[config.mk]
export PLATFORM = sky130hd
export DESIGN_NAME = mmio_net_if
export DESIGN_NICKNAME = d
export VERILOG_FILES = /design/src/rtl/net_if_pkg.sv /design/src/rtl/nif_regs.sv /design/src/rtl/nif_tx_packer.sv /design/src/rtl/nif_rx_unpacker.sv /design/src/rtl/mmio_net_if.sv
export SDC_FILE = /design/constraint.sdc
export NUM_CORES = 1
export LEC_CHECK = 0
export BUFFER_PORTS_ARGS = -buffer_cell sky130_fd_sc_hd__buf_2
export CORE_ASPECT_RATIO = 1.75
export CORE_MARGIN = 2
export CORE_UTILIZATION = 50
export CTS_CLUSTER_SIZE = 30
export DETAILED_ROUTE_END_ITERATION = 16
export GPL_ROUTABILITY_DRIVEN = 0
export PLACE_DENSITY = 0.76
export SYNTH_ARGS = -nofsm -noshare
export SYNTH_HDL_FRONTEND = slang
export SYNTH_HIERARCHICAL = 1
export SYNTH_SLANG_ARGS = --single-unit
[constraint.sdc]
create_clock -name clk -period 3.03 [get_ports clk]
set_input_delay 0.4545 -clock clk [delete_from_list [all_inputs] [get_ports clk]]
set_output_delay 0.4545 -clock clk [all_outputs]
set_load 0.05 [all_outputs]
[src/rtl/net_if_pkg.sv]
// Shared widths and flit layout for the memory-mapped network port.
// Assumes the word splits into a whole number of flit payloads.
package net_if_pkg;
    localparam int WORD_W      = 32;
    localparam int FLIT_DATA_W = 16;
    localparam int NODE_W      = 8;
    localparam int FLIT_W      = FLIT_DATA_W + 2;
    localparam int HEAD_BIT    = FLIT_W - 1;
    localparam int TAIL_BIT    = FLIT_W - 2;
    localparam int NUM_DFLITS  = WORD_W / FLIT_DATA_W;
    localparam int IDX_W       = (NUM_DFLITS > 1) ? $clog2(NUM_DFLITS) : 1;
    // status register bit positions
    localparam int ST_SEND_BIT = 0;
    localparam int ST_FREE_BIT = 1;
    localparam int ST_AVAIL_BIT = 2;
    localparam int ST_DEST_LSB = 8;

    typedef enum logic [1:0] {TX_IDLE, TX_HEAD, TX_DATA} tx_state_e;
    typedef enum logic       {RX_HEAD, RX_DATA} rx_state_e;
endpackage

[src/rtl/nif_regs.sv]
// Bus decode and software-visible registers.
// Assumes single-cycle bus accesses. Read data is combinational from state.
module nif_regs
    import net_if_pkg::*;
#(
    parameter int          ADDR_W    = 32,
    parameter logic [31:0] DATA_ADDR = 32'h0800_0000
) (
    input  logic              clk,
    input  logic              rst_n,
    input  logic              bus_sel,
    input  logic              bus_we,
    input  logic [ADDR_W-1:0] bus_addr,
    input  logic [WORD_W-1:0] bus_wdata,
    output logic [WORD_W-1:0] bus_rdata,
    input  logic              tx_free,
    input  logic              rx_avail,
    input  logic [WORD_W-1:0] rx_word,
    output logic              send_pulse,
    output logic [WORD_W-1:0] send_word,
    output logic [NODE_W-1:0] send_dest,
    output logic              rd_clear
);
    localparam logic [ADDR_W-1:0] DATA_A = ADDR_W'(DATA_ADDR);
    localparam logic [ADDR_W-1:0] STAT_A = ADDR_W'(DATA_ADDR + 32'd4);

    logic              hit_data, hit_stat;
    logic [WORD_W-1:0] word_q;
    logic [NODE_W-1:0] dest_q;
    logic [WORD_W-1:0] status;

    // address decode
    always_comb begin
        hit_data = bus_sel && (bus_addr == DATA_A);
        hit_stat = bus_sel && (bus_addr == STAT_A);
    end

    // outgoing word and destination registers
    always_ff @(posedge clk) begin
        if (!rst_n) begin
            word_q <= '0;
            dest_q <= '0;
        end else begin
            if (hit_data && bus_we) word_q <= bus_wdata;
            if (hit_stat && bus_we) dest_q <= bus_wdata[ST_DEST_LSB +: NODE_W];
        end
    end

    // send request and read-clear strobes
    always_comb begin
        send_pulse = hit_stat && bus_we && bus_wdata[ST_SEND_BIT] && tx_free;
        send_word  = word_q;
        send_dest  = bus_wdata[ST_DEST_LSB +: NODE_W];
        rd_clear   = hit_data && !bus_we && rx_avail;
    end

    // status word assembly and read mux
    always_comb begin
        status = '0;
        status[ST_DEST_LSB +: NODE_W] = dest_q;
        status[ST_FREE_BIT]  = tx_free;
        status[ST_AVAIL_BIT] = rx_avail;
        if (hit_data && !bus_we)      bus_rdata = rx_word;
        else if (hit_stat && !bus_we) bus_rdata = status;
        else                          bus_rdata = '0;
    end

    // a read of a waiting word leaves the flag clear on the next cycle
    assert_read_clears_R8: assert property (@(posedge clk) disable iff (!rst_n)
        rd_clear |=> !rx_avail);
endmodule

[src/rtl/nif_tx_packer.sv]
// Splits one word into a head flit and data flits, upper half first.
// Assumes start is only raised while tx_free is high.
module nif_tx_packer
    import net_if_pkg::*;
(
    input  logic              clk,
    input  logic              rst_n,
    input  logic              start,
    input  logic [WORD_W-1:0] start_word,
    input  logic [NODE_W-1:0] start_dest,
    output logic              tx_valid,
    output logic [FLIT_W-1:0] tx_flit,
    input  logic              tx_ready,
    output logic              tx_free
);
    tx_state_e               state;
    logic [IDX_W-1:0]        idx;
    logic [WORD_W-1:0]       word_q;
    logic [NODE_W-1:0]       dest_q;
    logic [FLIT_DATA_W-1:0]  slice;

    // sequence head then data flits
    always_ff @(posedge clk) begin
        if (!rst_n) begin
            state  <= TX_IDLE;
            idx    <= '0;
            word_q <= '0;
            dest_q <= '0;
        end else begin
            case (state)
                TX_IDLE: if (start) begin
                    word_q <= start_word;
                    dest_q <= start_dest;
                    idx    <= IDX_W'(NUM_DFLITS - 1);
                    state  <= TX_HEAD;
                end
                TX_HEAD: if (tx_ready) state <= TX_DATA;
                TX_DATA: if (tx_ready) begin
                    if (idx == '0) state <= TX_IDLE;
                    else           idx   <= idx - IDX_W'(1);
                end
                default: state <= TX_IDLE;
            endcase
        end
    end

    // flit formatting
    always_comb begin
        slice    = word_q[int'(idx)*FLIT_DATA_W +: FLIT_DATA_W];
        tx_valid = (state != TX_IDLE);
        tx_free  = (state == TX_IDLE);
        tx_flit  = '0;
        if (state == TX_HEAD) begin
            tx_flit[HEAD_BIT]        = 1'b1;
            tx_flit[0 +: NODE_W]     = dest_q;
        end else if (state == TX_DATA) begin
            tx_flit[TAIL_BIT]            = (idx == '0);
            tx_flit[0 +: FLIT_DATA_W]    = slice;
        end
    end

    assert_flit_hold_R5: assert property (@(posedge clk) disable iff (!rst_n)
        tx_valid && !tx_ready |=> tx_valid && $stable(tx_flit));
    assert_start_when_free_R6: assert property (@(posedge clk) disable iff (!rst_n)
        start |-> tx_free);
    assert_busy_after_start_R5: assert property (@(posedge clk) disable iff (!rst_n)
        start |=> !tx_free);
    assert_head_first_R4: assert property (@(posedge clk) disable iff (!rst_n)
        $rose(tx_valid) |-> tx_flit[HEAD_BIT]);
endmodule

[src/rtl/nif_rx_unpacker.sv]
// Reassembles incoming packets into a word and holds it until read.
// Assumes well-formed packets; stray non-head flits between packets are dropped.
module nif_rx_unpacker
    import net_if_pkg::*;
(
    input  logic              clk,
    input  logic              rst_n,
    input  logic              rx_valid,
    input  logic [FLIT_W-1:0] rx_flit,
    output logic              rx_ready,
    input  logic              rd_clear,
    output logic              rx_avail,
    output logic [WORD_W-1:0] rx_word
);
    rx_state_e         state;
    logic [IDX_W-1:0]  idx;
    logic [WORD_W-1:0] asm_q;
    logic              take;
    logic              last;

    // back-pressure only the final flit while a word is unread
    always_comb begin
        last     = (state == RX_DATA) && (idx == '0);
        rx_ready = !(last && rx_avail);
        take     = rx_valid && rx_ready;
    end

    // packet assembly and held-word flag
    always_ff @(posedge clk) begin
        if (!rst_n) begin
            state    <= RX_HEAD;
            idx      <= '0;
            asm_q    <= '0;
            rx_word  <= '0;
            rx_avail <= 1'b0;
        end else begin
            if (rd_clear) rx_avail <= 1'b0;
            case (state)
                RX_HEAD: if (take && rx_flit[HEAD_BIT]) begin
                    idx   <= IDX_W'(NUM_DFLITS - 1);
                    state <= RX_DATA;
                end
                RX_DATA: if (take) begin
                    asm_q <= {asm_q[WORD_W-FLIT_DATA_W-1:0], rx_flit[0 +: FLIT_DATA_W]};
                    if (idx == '0) begin
                        rx_word  <= {asm_q[WORD_W-FLIT_DATA_W-1:0], rx_flit[0 +: FLIT_DATA_W]};
                        rx_avail <= 1'b1;
                        state    <= RX_HEAD;
                    end else begin
                        idx <= idx - IDX_W'(1);
                    end
                end
                default: state <= RX_HEAD;
            endcase
        end
    end

    assert_word_held_R8: assert property (@(posedge clk) disable iff (!rst_n)
        rx_avail && !rd_clear |=> rx_avail && $stable(rx_word));
    assert_tail_marks_end_R7: assert property (@(posedge clk) disable iff (!rst_n)
        take && last |-> rx_flit[TAIL_BIT]);
endmodule

[src/rtl/mmio_net_if.sv]
// Top: bus slave registers plus flit packer and unpacker.
// Assumes one bus access per cycle at most and a valid/ready network link.
module mmio_net_if
    import net_if_pkg::*;
#(
    parameter int          ADDR_W    = 32,
    parameter logic [31:0] DATA_ADDR = 32'h0800_0000
) (
    input  logic                          clk,
    input  logic                          rst_n,
    input  logic                          bus_sel,
    input  logic                          bus_we,
    input  logic [ADDR_W-1:0]             bus_addr,
    input  logic [net_if_pkg::WORD_W-1:0] bus_wdata,
    output logic [net_if_pkg::WORD_W-1:0] bus_rdata,
    output logic                          send_strobe,
    output logic                          tx_free,
    output logic                          rx_avail,
    output logic                          tx_valid,
    output logic [net_if_pkg::FLIT_W-1:0] tx_flit,
    input  logic                          tx_ready,
    input  logic                          rx_valid,
    input  logic [net_if_pkg::FLIT_W-1:0] rx_flit,
    output logic                          rx_ready
);
    logic [WORD_W-1:0] send_word, rx_word;
    logic [NODE_W-1:0] send_dest;
    logic              rd_clear;

    nif_regs #(.ADDR_W(ADDR_W), .DATA_ADDR(DATA_ADDR)) regs_i (
        .clk(clk), .rst_n(rst_n),
        .bus_sel(bus_sel), .bus_we(bus_we), .bus_addr(bus_addr),
        .bus_wdata(bus_wdata), .bus_rdata(bus_rdata),
        .tx_free(tx_free), .rx_avail(rx_avail), .rx_word(rx_word),
        .send_pulse(send_strobe), .send_word(send_word),
        .send_dest(send_dest), .rd_clear(rd_clear)
    );

    nif_tx_packer tx_i (
        .clk(clk), .rst_n(rst_n),
        .start(send_strobe), .start_word(send_word), .start_dest(send_dest),
        .tx_valid(tx_valid), .tx_flit(tx_flit), .tx_ready(tx_ready),
        .tx_free(tx_free)
    );

    nif_rx_unpacker rx_i (
        .clk(clk), .rst_n(rst_n),
        .rx_valid(rx_valid), .rx_flit(rx_flit), .rx_ready(rx_ready),
        .rd_clear(rd_clear), .rx_avail(rx_avail), .rx_word(rx_word)
    );
endmodule

==> results by group, run 1 <==
Final layout
  – Commonest non-fill, non-tap cells in the layout: sky130_fd_sc_hd__nand2_1 (155), sky130_fd_sc_hd__buf_2 (140), sky130_fd_sc_hd__dfxtp_1 (134), sky130_fd_sc_hd__mux2i_1 (82), sky130_fd_sc_hd__nand3_1 (72)
  – Filler Cell Count: 1021
  – Most common library cell in the layout ignoring fill and taps: sky130_fd_sc_hd__nand2_1
  – Layout cells sized above 1: 0.247
  – Sequential Area: 2680 µm²
  – Util after Layout: 0.621
  – Antenna Diode Count: 0
  – Multi-input gate area in the final layout: 2780 µm²
  – Design area: 7110 µm²
  – Final net count: 867
  – Signed area change from the synthesized netlist to the final layout: 21.8%

Place
  – PortBufs: 141
  – Detailed Place HPWL: about 9600 µm
  – Instance area at placement: 6460 µm²

Floorplan
  – Core Area: between 10000 and 15000 µm²
  – Overall die width: 85.7 µm
  – Total Die Area: 12600 µm²
  – IO Pins: 143
  – Initial Utilization: 0.510
  – Chip Height: 147 µm
  – Number of rows in the core area: 52

Logic synthesis
  – Multiplexer fraction of the synthesized cell area: 0.141
  – Count of cell types in the netlist: 38
  – Post-synthesis area per instance: between 8 and 9 µm²
  – Main combinational cell family by area after synthesis: simple AND/OR/NAND/NOR gates
  – Summed instance area of the synthesized netlist: a little under 6000 µm²
  – Xor/xnor share of the synthesized area: 0
  – Number of instances in the synthesized netlist: 669
  – Synthesis warning total: 6
  – Synth Area in Simple Gates: 0.259
  – Top-area cell type share of the netlist area: 0.459
  – Count of flip-flops with a built-in enable after synthesis: 0
  – Cell type with the largest total area after synthesis: sky130_fd_sc_hd__dfxtp_1
  – Leading post-synthesis cells by cell area: sky130_fd_sc_hd__dfxtp_1 (46%), sky130_fd_sc_hd__mux2i_1 (14%), sky130_fd_sc_hd__nand2_1 (10%)
  – Portion of the post-synthesis area used by sequential elements: 0.459
  – Top FF cell, synth: sky130_fd_sc_hd__dfxtp_1
  – Synthesized net count: 757
  – Compound-cell area share of the yosys netlist: 0.0759
  – Post-synthesis adder-cell area fraction: 0
  – Async S/R FF share, synth: 0
  – Synth Register Bits: 134

Critical path
  – Critical path fanouts, max: 10
  – Critical path launch point type: primary input
  – Crit path capture type: primary output
  – Path type of the worst setup path: in2out
  – Critical path data arrival time: 2180 ps
  – Critical path data required time: 2580 ps

STA
  – Share of the clock period used by the worst path after layout: 0.871
  – Worst-case headroom to the max-slew limit: 0.473
  – Count of endpoints failing setup in the final report: 0
  – Hold Vio Cnt, Final: 0
  – Maximum clock frequency: 379 MHz
  – Count of pins over their slew limit: 0
  – Least-Margin Pin Slew: 790 ps
  – Setup TNS Final: 0 ps
  – Minimum period implied by the final worst setup slack: 2640 ps
  – Smallest hold slack: approximately 290 ps
  – Clock Skews: 5.94 ps
  – Unrepaired setup endpoints after global routing: no

Drt
  – Routed wire length: 13800 µm
  – Antenna Violating Nets Remaining: 0
  – Initial drt markers: between 200 and 300
  – Via count: 4972
  – Number of DRC violations after detailed routing: 0
  – Per-cell routed wire length: 14.9 µm
  – Number of search-and-repair iterations in the first detailed-routing pass: 5
  – Detailed-route vias per instance: ~5.4

Clock network
  – Number of CTS-inserted buffers: 17
  – Sink count of the clock tree: 134
  – Cells resized by post-CTS repair: 0
  – H-tree levels: 4
  – Total setup buffers inserted after CTS: 0
  – Clock tree from TritonCTS: yes
  – Bufs on Longest Clock Path: 2
  – Cts-stage hold buffer count: 0
  – Clock transition at path regs: about 60 ps
  – CTS Root Cell: sky130_fd_sc_hd__clkbuf_16
  – Insertion delay of the later-clocked pin in the worst-skew pair: about 410 ps

Power and ir drop
  – VDD IR max: 0.484 mV
  – Total power consumption of the routed design: approximately 4200 µW
  – Leak pwr: 0.00280 µW
  – Areal power density over the cells: 597 nW/µm²

Global routing
  – Antenna violations before repair: 0
  – Vias in the first global route: 4925
  – First-pass GRT wire length: 22600 µm
  – Sum of overflow across all layers after global routing: 0
  – Overall routing resource usage: 0.222
  – Largest net degree at the start of global routing: 81

Hold path
  – Worst min-delay path category: in2reg

Flow run
  – Max-cap violations: 0

Outcome
  – Run status: completed
[power breakdown]
part | internal (µW) | leakage, µW | total, µW | switching (µW)
Combinational | 78.2 | 0.00141 | 200 | 122
Sequential | 1780 | 0.00108 | 1790 | 8.62
Clock | 1490 | 0.000308 | 2250 | 764
Total | 3350 | 0.00280 | 4240 | 895
[worst paths after layout]
path / end / slack, ps / depth (start not counted) / from
setup reg to reg: tx_i/word_q[12]$_SDFFE_PN0P_ / 1000 / 7 / tx_i/state[1]$_SDFFE_PN0P_
hold reg to reg: tx_i/dest_q[0]$_SDFFE_PN0P_ / 450 / 2 / tx_i/dest_q[0]$_SDFFE_PN0P_
hold / removal: regs_i/send_word[7]$_SDFFE_PN0P_ / 290 / 3 / bus_wdata[7]
setup / recovery: bus_rdata[10] / 390 / 6 / bus_addr[26]
[synthesized netlist by cell type (2+ instances only)]
master,count
sky130_fd_sc_hd__clkbuf_1,24
sky130_fd_sc_hd__buf_6,7
sky130_fd_sc_hd__buf_2,7
sky130_fd_sc_hd__nor2b_1,4
sky130_fd_sc_hd__nor4_1,3
sky130_fd_sc_hd__dfxtp_1,134
sky130_fd_sc_hd__nand2_1,155
sky130_fd_sc_hd__mux2i_1,82
sky130_fd_sc_hd__o21ai_0,59
sky130_fd_sc_hd__clkbuf_2,4
sky130_fd_sc_hd__nand2b_1,2
sky130_fd_sc_hd__buf_4,15
sky130_fd_sc_hd__a21oi_1,3
sky130_fd_sc_hd__and2_1,23
sky130_fd_sc_hd__nor2_1,22
sky130_fd_sc_hd__nand3_1,72
sky130_fd_sc_hd__o21ai_1,22
sky130_fd_sc_hd__buf_1,3
sky130_fd_sc_hd__nor4_4,5
sky130_fd_sc_hd__inv_1,5
[per-layer routing]
layer	vias up	track usage	routed length, µm
li1	2474	-	-
met1	2336	0.246	5470
met2	142	0.407	7450
met3	20	0.0500	638
met4	0	0.0810	226
met5	-	0	0
[layout make-up]
class | instances | share of cell area
Sequential cell | 134 | 0.377
Timing Repair Buffer | 152 | 0.114
Multi-Input combinational cell | 469 | 0.392
Inverter | 5 | 0.00264
Clock inverter | 11 | 0.0276
Tap cell | 135 | 0.0238
Clock buffer | 21 | 0.0634
[flip-flops by register name (all words and copies together), names as in the netlist]
register,flops
tx_i/state,2
tx_i/word_q,32
tx_i/dest_q,8
rx_i/idx,1
tx_i/idx,1
rx_i/rx_word,32
rx_i/state,1
regs_i/send_word,32
regs_i/dest_q,8
rx_i/asm_q,16
rx_i/rx_avail,1
[worst max-delay path, stage by stage]
cell and delay, ps:
sky130_fd_sc_hd__buf_2 120, sky130_fd_sc_hd__nor4b_4 320, sky130_fd_sc_hd__nand4_4 190, sky130_fd_sc_hd__or3_1 600, sky130_fd_sc_hd__nor2_1 210, sky130_fd_sc_hd__buf_2 280
[through the flow]
step | setup WS, ps | std cells
final | 392 | 927
after global routing | 287 | 927
after CTS | 377 | 927
after detailed placement | 380 | 895
after global placement | 430 | 895
after floorplan | 165 | 669
[cell families after synthesis]
kind of cell           after synthesis
muxes                               82
and+or+nand+nor                    300
AOI/OAI and AO/OA                   87
DFF                                134
buffers and inverters               66
(Power assumes the default switching activity.)
==> run 2, diff against run 1 <==
--- a/config.mk
+++ b/config.mk
@@ -8,11 +8,11 @@
 export BUFFER_PORTS_ARGS = -buffer_cell sky130_fd_sc_hd__buf_2
 export CORE_ASPECT_RATIO = 1.75
 export CORE_MARGIN = 2
-export CORE_UTILIZATION = 50
+export CORE_UTILIZATION = 48
 export CTS_CLUSTER_SIZE = 30
 export DETAILED_ROUTE_END_ITERATION = 16
 export GPL_ROUTABILITY_DRIVEN = 0
-export PLACE_DENSITY = 0.76
+export PLACE_DENSITY = 0.77
 export SYNTH_ARGS = -nofsm -noshare
 export SYNTH_HDL_FRONTEND = slang
 export SYNTH_HIERARCHICAL = 1
==> constraint.sdc (replaced) <==
create_clock -name clk -period 2.33 [get_ports clk]
set_input_delay 0.3495 -clock clk [delete_from_list [all_inputs] [get_ports clk]]
set_output_delay 0.3495 -clock clk [all_outputs]
set_load 0.05 [all_outputs]
==> run 2 against run 1 <==
Total power rose by 25%. Worst hold slack got worse by 110 ps. Sequential power rose by 30%. Critical endpoint is now bus_rdata[25].
==> results by group, run 2 (synthesis results as in run 1) <==
Global routing
  – Largest net degree at the start of global routing: 67 (-17%)
  – First-pass GRT wire length: 21900 µm (-3.1%)
  – Overall routing resource usage: 0.215 (-0.00779)
  – Vias in the first global route: 4615 (-6.3%)
  – Sum of overflow across all layers after global routing: 0 (unchanged)
  – Antenna violations before repair: 0 (unchanged)

Critical path
  – Critical path data arrival time: 1880 ps (-300 ps)
  – Cells traversed along the worst timing path: buf_2 -> nor4_4 -> nand4_4 -> nor4_2 -> buf_6 -> and2_1 -> buf_2
  – Critical path launch point type: primary input
  – Library cell contributing the largest single delay on the critical path: sky130_fd_sc_hd__nor4_4
  – Delay-heaviest family, CP: simple AND/OR/NAND/NOR gates
  – Critical path's most frequent cell: sky130_fd_sc_hd__buf_2
  – Critical path fanouts, max: 23 (+13)
  – Crit path buf inv count: 3 (+1)
  – Path type of the worst setup path: in2out
  – Critical path data required time: 1980 ps (-600 ps)
  – Crit path capture type: primary output
  – Maximum cell stage delay along the critical path: 330 ps (-270 ps)

Place
  – Instance area at placement: 6610 µm² (+2.2%)
  – Detailed Place HPWL: 9500 µm (-1.2%)
  – PortBufs: 141 (unchanged)

Final layout
  – Final net count: 877 (+1.2%)
  – Antenna Diode Count: 0 (unchanged)
  – Layout cells sized above 1: 0.263 (+0.0156)
  – Signed area change from the synthesized netlist to the final layout: 23.7%
  – Commonest non-fill, non-tap cells in the layout: sky130_fd_sc_hd__nand2_1 (155), sky130_fd_sc_hd__buf_2 (138), sky130_fd_sc_hd__dfxtp_1 (134), sky130_fd_sc_hd__mux2i_1 (82), sky130_fd_sc_hd__nand3_1 (72)
  – Util after Layout: 0.605 (-0.0158)
  – Design area: 7220 µm² (+1.6%)
  – Most common library cell in the layout ignoring fill and taps: sky130_fd_sc_hd__nand2_1
  – Filler Cell Count: 1054 (+3.2%)

Drt
  – Number of search-and-repair iterations in the first detailed-routing pass: 5 (unchanged)
  – Routed wire length: 13900 µm (+0.57%)
  – Initial drt markers: 137 (-47%)
  – Via count: 4905 (-1.3%)
  – Detailed-route vias per instance: 5.22 (-2.6%)
  – Number of DRC violations after detailed routing: 0 (unchanged)
  – Per-cell routed wire length: 14.8 µm (-0.71%)
  – Antenna Violating Nets Remaining: 0 (unchanged)

Flow run
  – Max-cap violations: 0 (unchanged)

Floorplan
  – Overall die width: 87.4 µm (+2.0%)
  – Core Area: 11900 µm² (+4.2%)
  – IO Pins: 143 (unchanged)
  – Total Die Area: 13100 µm² (+4.0%)
  – Number of rows in the core area: 53 (+1.9%)
  – Chip Height: 150 µm (+2.0%)
  – Initial Utilization: 0.489 (-0.0207)

Clock network
  – Clock tree from TritonCTS: yes
  – Number of CTS-inserted buffers: 17 (unchanged)
  – Sink count of the clock tree: 134 (unchanged)
  – CTS Root Cell: sky130_fd_sc_hd__clkbuf_16
  – Clock transition at path regs: 60 ps (about the same)
  – Insertion delay of the later-clocked pin in the worst-skew pair: 400 ps (about the same)
  – H-tree levels: 4 (unchanged)
  – Total setup buffers inserted after CTS: 0 (unchanged)
  – Bufs on Longest Clock Path: 2 (unchanged)

STA
  – Worst-case headroom to the max-slew limit: 0.612 (+0.138)
  – Setup TNS Final: 0 ps (unchanged)
  – Share of the clock period used by the worst path after layout: 0.956
  – Minimum period implied by the final worst setup slack: 2230 ps
  – Least-Margin Pin Slew: 583 ps (-207 ps)
  – Hold Vio Cnt, Final: 0 (unchanged)
  – Count of endpoints failing setup in the final report: 0 (unchanged)
  – Count of pins over their slew limit: 0 (unchanged)
  – Maximum clock frequency: 449 MHz
  – Smallest hold slack: 182 ps (-107 ps)
  – Clock Skews: 10.1 ps (+4.17 ps)

Power and ir drop
  – VDD IR max: 0.528 mV (+9.2%)
  – Total power consumption of the routed design: 5280 µW (+25%)
  – Leak pwr: 0.00287 µW (+2.6%)
  – Areal power density over the cells: 732 nW/µm² (+23%)

Hold path
  – Worst min-delay path category: in2reg

Outcome
  – Run status: completed
==> run 2: through the flow <==
step                      std cells  setup WS [ps]
after detailed placement        907          -20.3
after global routing            939          -15.4
final                           939            102
after global placement          907           43.8
after CTS                       939           88.2
after floorplan                 669           -198
==> run 2: final cells by class <==
| type | instances | area, µm² | area share |
|---|---|---|---|
| sequential | 134 | 2680 | 0.372 |
| multi-input combinational | 469 | 2800 | 0.388 |
| timing repair buffer | 162 | 941 | 0.130 |
| inverter | 5 | 18.8 | 0.00260 |
| clock buffer | 17 | 425 | 0.0589 |
| tap | 137 | 171 | 0.0237 |
| clock inverter | 15 | 179 | 0.0248 |
==> run 2: path summary, 6_finish.rpt <==
kind / startpoint / endpoint / slack (ps) / cells past startpoint
setup reg to reg: tx_i/state[1]$_SDFFE_PN0P_ / tx_i/dest_q[5]$_SDFFE_PN0P_ / 390 / 8
hold / removal: bus_wdata[18] / regs_i/send_word[18]$_SDFFE_PN0P_ / 180 / 3
setup / recovery: bus_addr[28] / bus_rdata[25] / 100 / 7
hold reg to reg: tx_i/word_q[8]$_SDFFE_PN0P_ / tx_i/word_q[8]$_SDFFE_PN0P_ / 450 / 2
==> run 2: tightest hold or removal path, cell delays in order <==
cell and delay, ps:
sky130_fd_sc_hd__buf_2 90, sky130_fd_sc_hd__nand2_1 40, sky130_fd_sc_hd__mux2i_1 50
==> run 2: timing repair <==
action,CTS,global route
resized for setup,1,2
hold buffers,0,0
setup endpoints to repair,3,19
==> run 2: power by group <==
| part | leakage [µW] | internal (µW) | switching (µW) |
|---|---|---|---|
| Combinational | 0.00149 | 106 | 161 |
| Sequential | 0.00108 | 2310 | 10.7 |
| Clock | 0.000297 | 1690 | 1000 |
| Total | 0.00287 | 4110 | 1170 |
==> run 2: metal layers <==
| layer | vias up | GRT usage | routed length, µm | share of wire |
|---|---|---|---|---|
| met5 | - | 0 | 0 | 0 |
| met4 | 0 | 0.0800 | 189 | 0.014 |
| met3 | 14 | 0.0535 | 514 | 0.037 |
| met2 | 120 | 0.380 | 7370 | 0.53 |
| met1 | 2275 | 0.243 | 5780 | 0.42 |
| li1 | 2496 | - | - | - |
==> run 3, diff against run 2 <==
--- a/config.mk
+++ b/config.mk
@@ -13,6 +13,7 @@
 export DETAILED_ROUTE_END_ITERATION = 16
 export GPL_ROUTABILITY_DRIVEN = 0
 export PLACE_DENSITY = 0.77
+export RECOVER_POWER = 100
 export SYNTH_ARGS = -nofsm -noshare
 export SYNTH_HDL_FRONTEND = slang
 export SYNTH_HIERARCHICAL = 1
==> run 3 against run 2 <==
Worst hold slack worse by 2.6 ps. Worst setup slack worse by 9.6 ps. Wire length down 0.49%. Clock power about the same. Total power down 0.11%. Cell count unchanged. Global-route usage unchanged. Sequential power about the same. Via count up 0.27%. Non-clock buffer count unchanged. Fmax down 0.43%. Critical path type unchanged.
==> results by group, run 3 (synthesis results as in run 1) <==
Critical path
  – Capture point of the worst reg-to-reg path: tx_i/word_q[17]$_SDFFE_PN0P_
  – Cells traversed along the worst timing path: buf_2 -> nor4_4 -> nand4_4 -> nor4_2 -> buf_6 -> and2_1 -> buf_2
  – Critical path launch point type: primary input
  – Library cell contributing the largest single delay on the critical path: sky130_fd_sc_hd__nor4_4
  – Path type of the worst setup path: in2out
  – Register-to-Register Path Depth: 8 (unchanged)
  – Critical path data required time: 1980 ps (about the same)
  – Delay-heaviest family, CP: simple AND/OR/NAND/NOR gates
  – Startpoint of the lowest-slack register-to-register path: tx_i/state[1]$_SDFFE_PN0P_
  – Critical path fanouts, max: 23 (unchanged)
  – Crit path buf inv count: 3 (unchanged)
  – Critical path data arrival time: 1890 ps (about the same)
  – Crit path capture type: primary output
  – Critical path's most frequent cell: sky130_fd_sc_hd__buf_2
  – Worst-case register-to-register setup slack: 260 ps (-130 ps)
  – Maximum cell stage delay along the critical path: 330 ps (about the same)

Final layout
  – Most common library cell in the layout ignoring fill and taps: sky130_fd_sc_hd__nand2_1
  – Signed area change from the synthesized netlist to the final layout: 22.4%
  – Commonest non-fill, non-tap cells in the layout: sky130_fd_sc_hd__nand2_1 (155), sky130_fd_sc_hd__dfxtp_1 (134), sky130_fd_sc_hd__buf_2 (117), sky130_fd_sc_hd__mux2i_1 (82), sky130_fd_sc_hd__o21ai_0 (76)
  – Antenna Diode Count: 0 (unchanged)
  – Util after Layout: 0.599 (-0.00618)
  – Layout cells sized above 1: 0.251 (-0.0125)
  – Final net count: 877 (unchanged)

STA
  – Share of the clock period used by the worst path after layout: 0.961 (+0.00413)
  – Maximum clock frequency: 447 MHz (-0.43%)
  – Minimum period implied by the final worst setup slack: 2240 ps (+9.63 ps)
  – Count of pins over their slew limit: 0 (unchanged)
  – Final setup margin: 91.9 ps (-9.63 ps)
  – Smallest hold slack: 179 ps (-2.60 ps)
  – Least-Margin Pin Slew: 1390 ps (+807 ps)
  – Count of endpoints failing setup in the final report: 0 (unchanged)
  – Clock Skews: 7.55 ps (-2.56 ps)
  – Hold Vio Cnt, Final: 0 (unchanged)
  – Worst-case headroom to the max-slew limit: 0.0737 (-0.538)

Drt
  – Number of DRC violations after detailed routing: 0 (unchanged)
  – Via count: 4918 (+0.27%)
  – Routed wire length: 13800 µm (-0.49%)
  – Number of search-and-repair iterations in the first detailed-routing pass: 4 (-1)
  – Detailed-route vias per instance: 5.24 (+0.27%)
  – Per-cell routed wire length: 14.7 µm (-0.49%)
  – Initial drt markers: 129 (-5.8%)
  – Antenna Violating Nets Remaining: 0 (unchanged)

Global routing
  – Largest net degree at the start of global routing: 67 (unchanged)
  – Overall routing resource usage: 0.215 (unchanged)
  – Vias in the first global route: 4615 (unchanged)
  – Antenna violations before repair: 0 (unchanged)
  – Sum of overflow across all layers after global routing: 0 (unchanged)
  – First-pass GRT wire length: 21900 µm (unchanged)

Floorplan
  – Total Die Area: 13100 µm² (unchanged)
  – IO Pins: 143 (unchanged)
  – Chip Height: 150 µm (unchanged)
  – Number of rows in the core area: 53 (unchanged)
  – Initial Utilization: 0.489 (unchanged)
  – Overall die width: 87.4 µm (unchanged)
  – Core Area: 11900 µm² (unchanged)

Power and ir drop
  – Leak pwr: 0.00282 µW (-1.9%)
  – VDD IR max: 0.531 mV (+0.47%)
  – Total power consumption of the routed design: 5280 µW (-0.11%)
  – Areal power density over the cells: 738 nW/µm² (+0.92%)

Place
  – Detailed Place HPWL: 9500 µm (unchanged)
  – Worst-case setup slack after placement: -20.3 ps (unchanged)
  – PortBufs: 141 (unchanged)

Outcome
  – Run status: completed

Clock network
  – Number of CTS-inserted buffers: 17 (unchanged)
  – Sink count of the clock tree: 134 (unchanged)
  – CTS Root Cell: sky130_fd_sc_hd__clkbuf_16
  – Cts-stage hold buffer count: 0 (unchanged)
  – H-tree levels: 4 (unchanged)
  – Bufs on Longest Clock Path: 2 (unchanged)
  – Total setup buffers inserted after CTS: 0 (unchanged)
  – Clock transition at path regs: 60 ps (about the same)
  – Clock tree from TritonCTS: yes
  – Insertion delay of the later-clocked pin in the worst-skew pair: 410 ps (about the same)

Flow run
  – Max-cap violations: 0 (unchanged)

Hold path
  – Hold Path Cell Cnt: 3 (unchanged)
  – Worst min-delay path category: in2reg
  – Worst Min Path Start: bus_wdata[8]
  – Destination of the worst hold path: tx_i/dest_q[0]$_SDFFE_PN0P_
-- run 3: cell count changes in the layout (fill, tap and decap cells not counted), sizes merged --
cell    delta
clkbuf    +27
buf       -27
-- run 3: worst register-to-register path, cell delays in order, from the launching register on --
cell and delay, ps:
sky130_fd_sc_hd__dfxtp_1 380, sky130_fd_sc_hd__nor2_4 190, sky130_fd_sc_hd__nand4_1 160, sky130_fd_sc_hd__nor3_4 240, sky130_fd_sc_hd__nor3b_1 350, sky130_fd_sc_hd__buf_12 240, sky130_fd_sc_hd__clkbuf_1 230, sky130_fd_sc_hd__nand3_1 90
sky130_fd_sc_hd__o21ai_0 90
-- run 3: layout make-up --
type / count / area, µm²
Fill cell: 1069 / 4790
Multi-Input combinational cell: 469 / 2780
Tap cell: 137 / 171
Clock buffer: 17 / 425
Inverter: 5 / 18.8
Sequential cell: 134 / 2680
Clock inverter: 15 / 179
Timing Repair Buffer: 162 / 892
-- run 3: how the worst max path moves through the flow --
stage,from,endpoint,slack [ps],depth (start not counted)
5_1_grt,bus_addr[12],bus_rdata[25],-10,7
4_1_cts,bus_addr[19],bus_rdata[25],90,7
3_3_place_gp,bus_addr[4],bus_rdata[1],40,6
3_5_place_dp,bus_addr[11],bus_rdata[10],-20,6
6_report,bus_addr[28],bus_rdata[25],90,7
2_1_floorplan,bus_addr[12],bus_rdata[10],-200,5
-- run 3: routing by layer --
| layer | wire (µm) | vias to the layer above | global-route usage |
|---|---|---|---|
| met5 | 0 | - | 0 |
| met4 | 243 | 0 | 0.0800 |
| met3 | 545 | 19 | 0.0535 |
| met2 | 7320 | 126 | 0.380 |
| met1 | 5690 | 2276 | 0.243 |
| li1 | - | 2497 | - |
-- run 3: power breakdown --
| part | switching (µW) | leakage [µW] | internal (µW) | total, µW |
|---|---|---|---|---|
| Sequential | 10.8 | 0.00108 | 2310 | 2330 |
| Clock | 1000 | 0.000297 | 1690 | 2690 |
| Combinational | 158 | 0.00144 | 104 | 262 |
| Total | 1170 | 0.00282 | 4110 | 5280 |
-- run 3: metrics by stage --
step	TNS [ps]	cells	instance area [µm²]
after floorplan	-1980	669	5870
after global placement	0	907	6610
after detailed placement	-20.3	907	6610
after CTS	0	939	7210
after global routing	-87.0	939	7150
final	0	939	7150
-- run 3: repair_timing --
item	CTS	global route
hold endpoints to repair	0	0
gates resized for setup	1	2
setup endpoints to repair	3	19
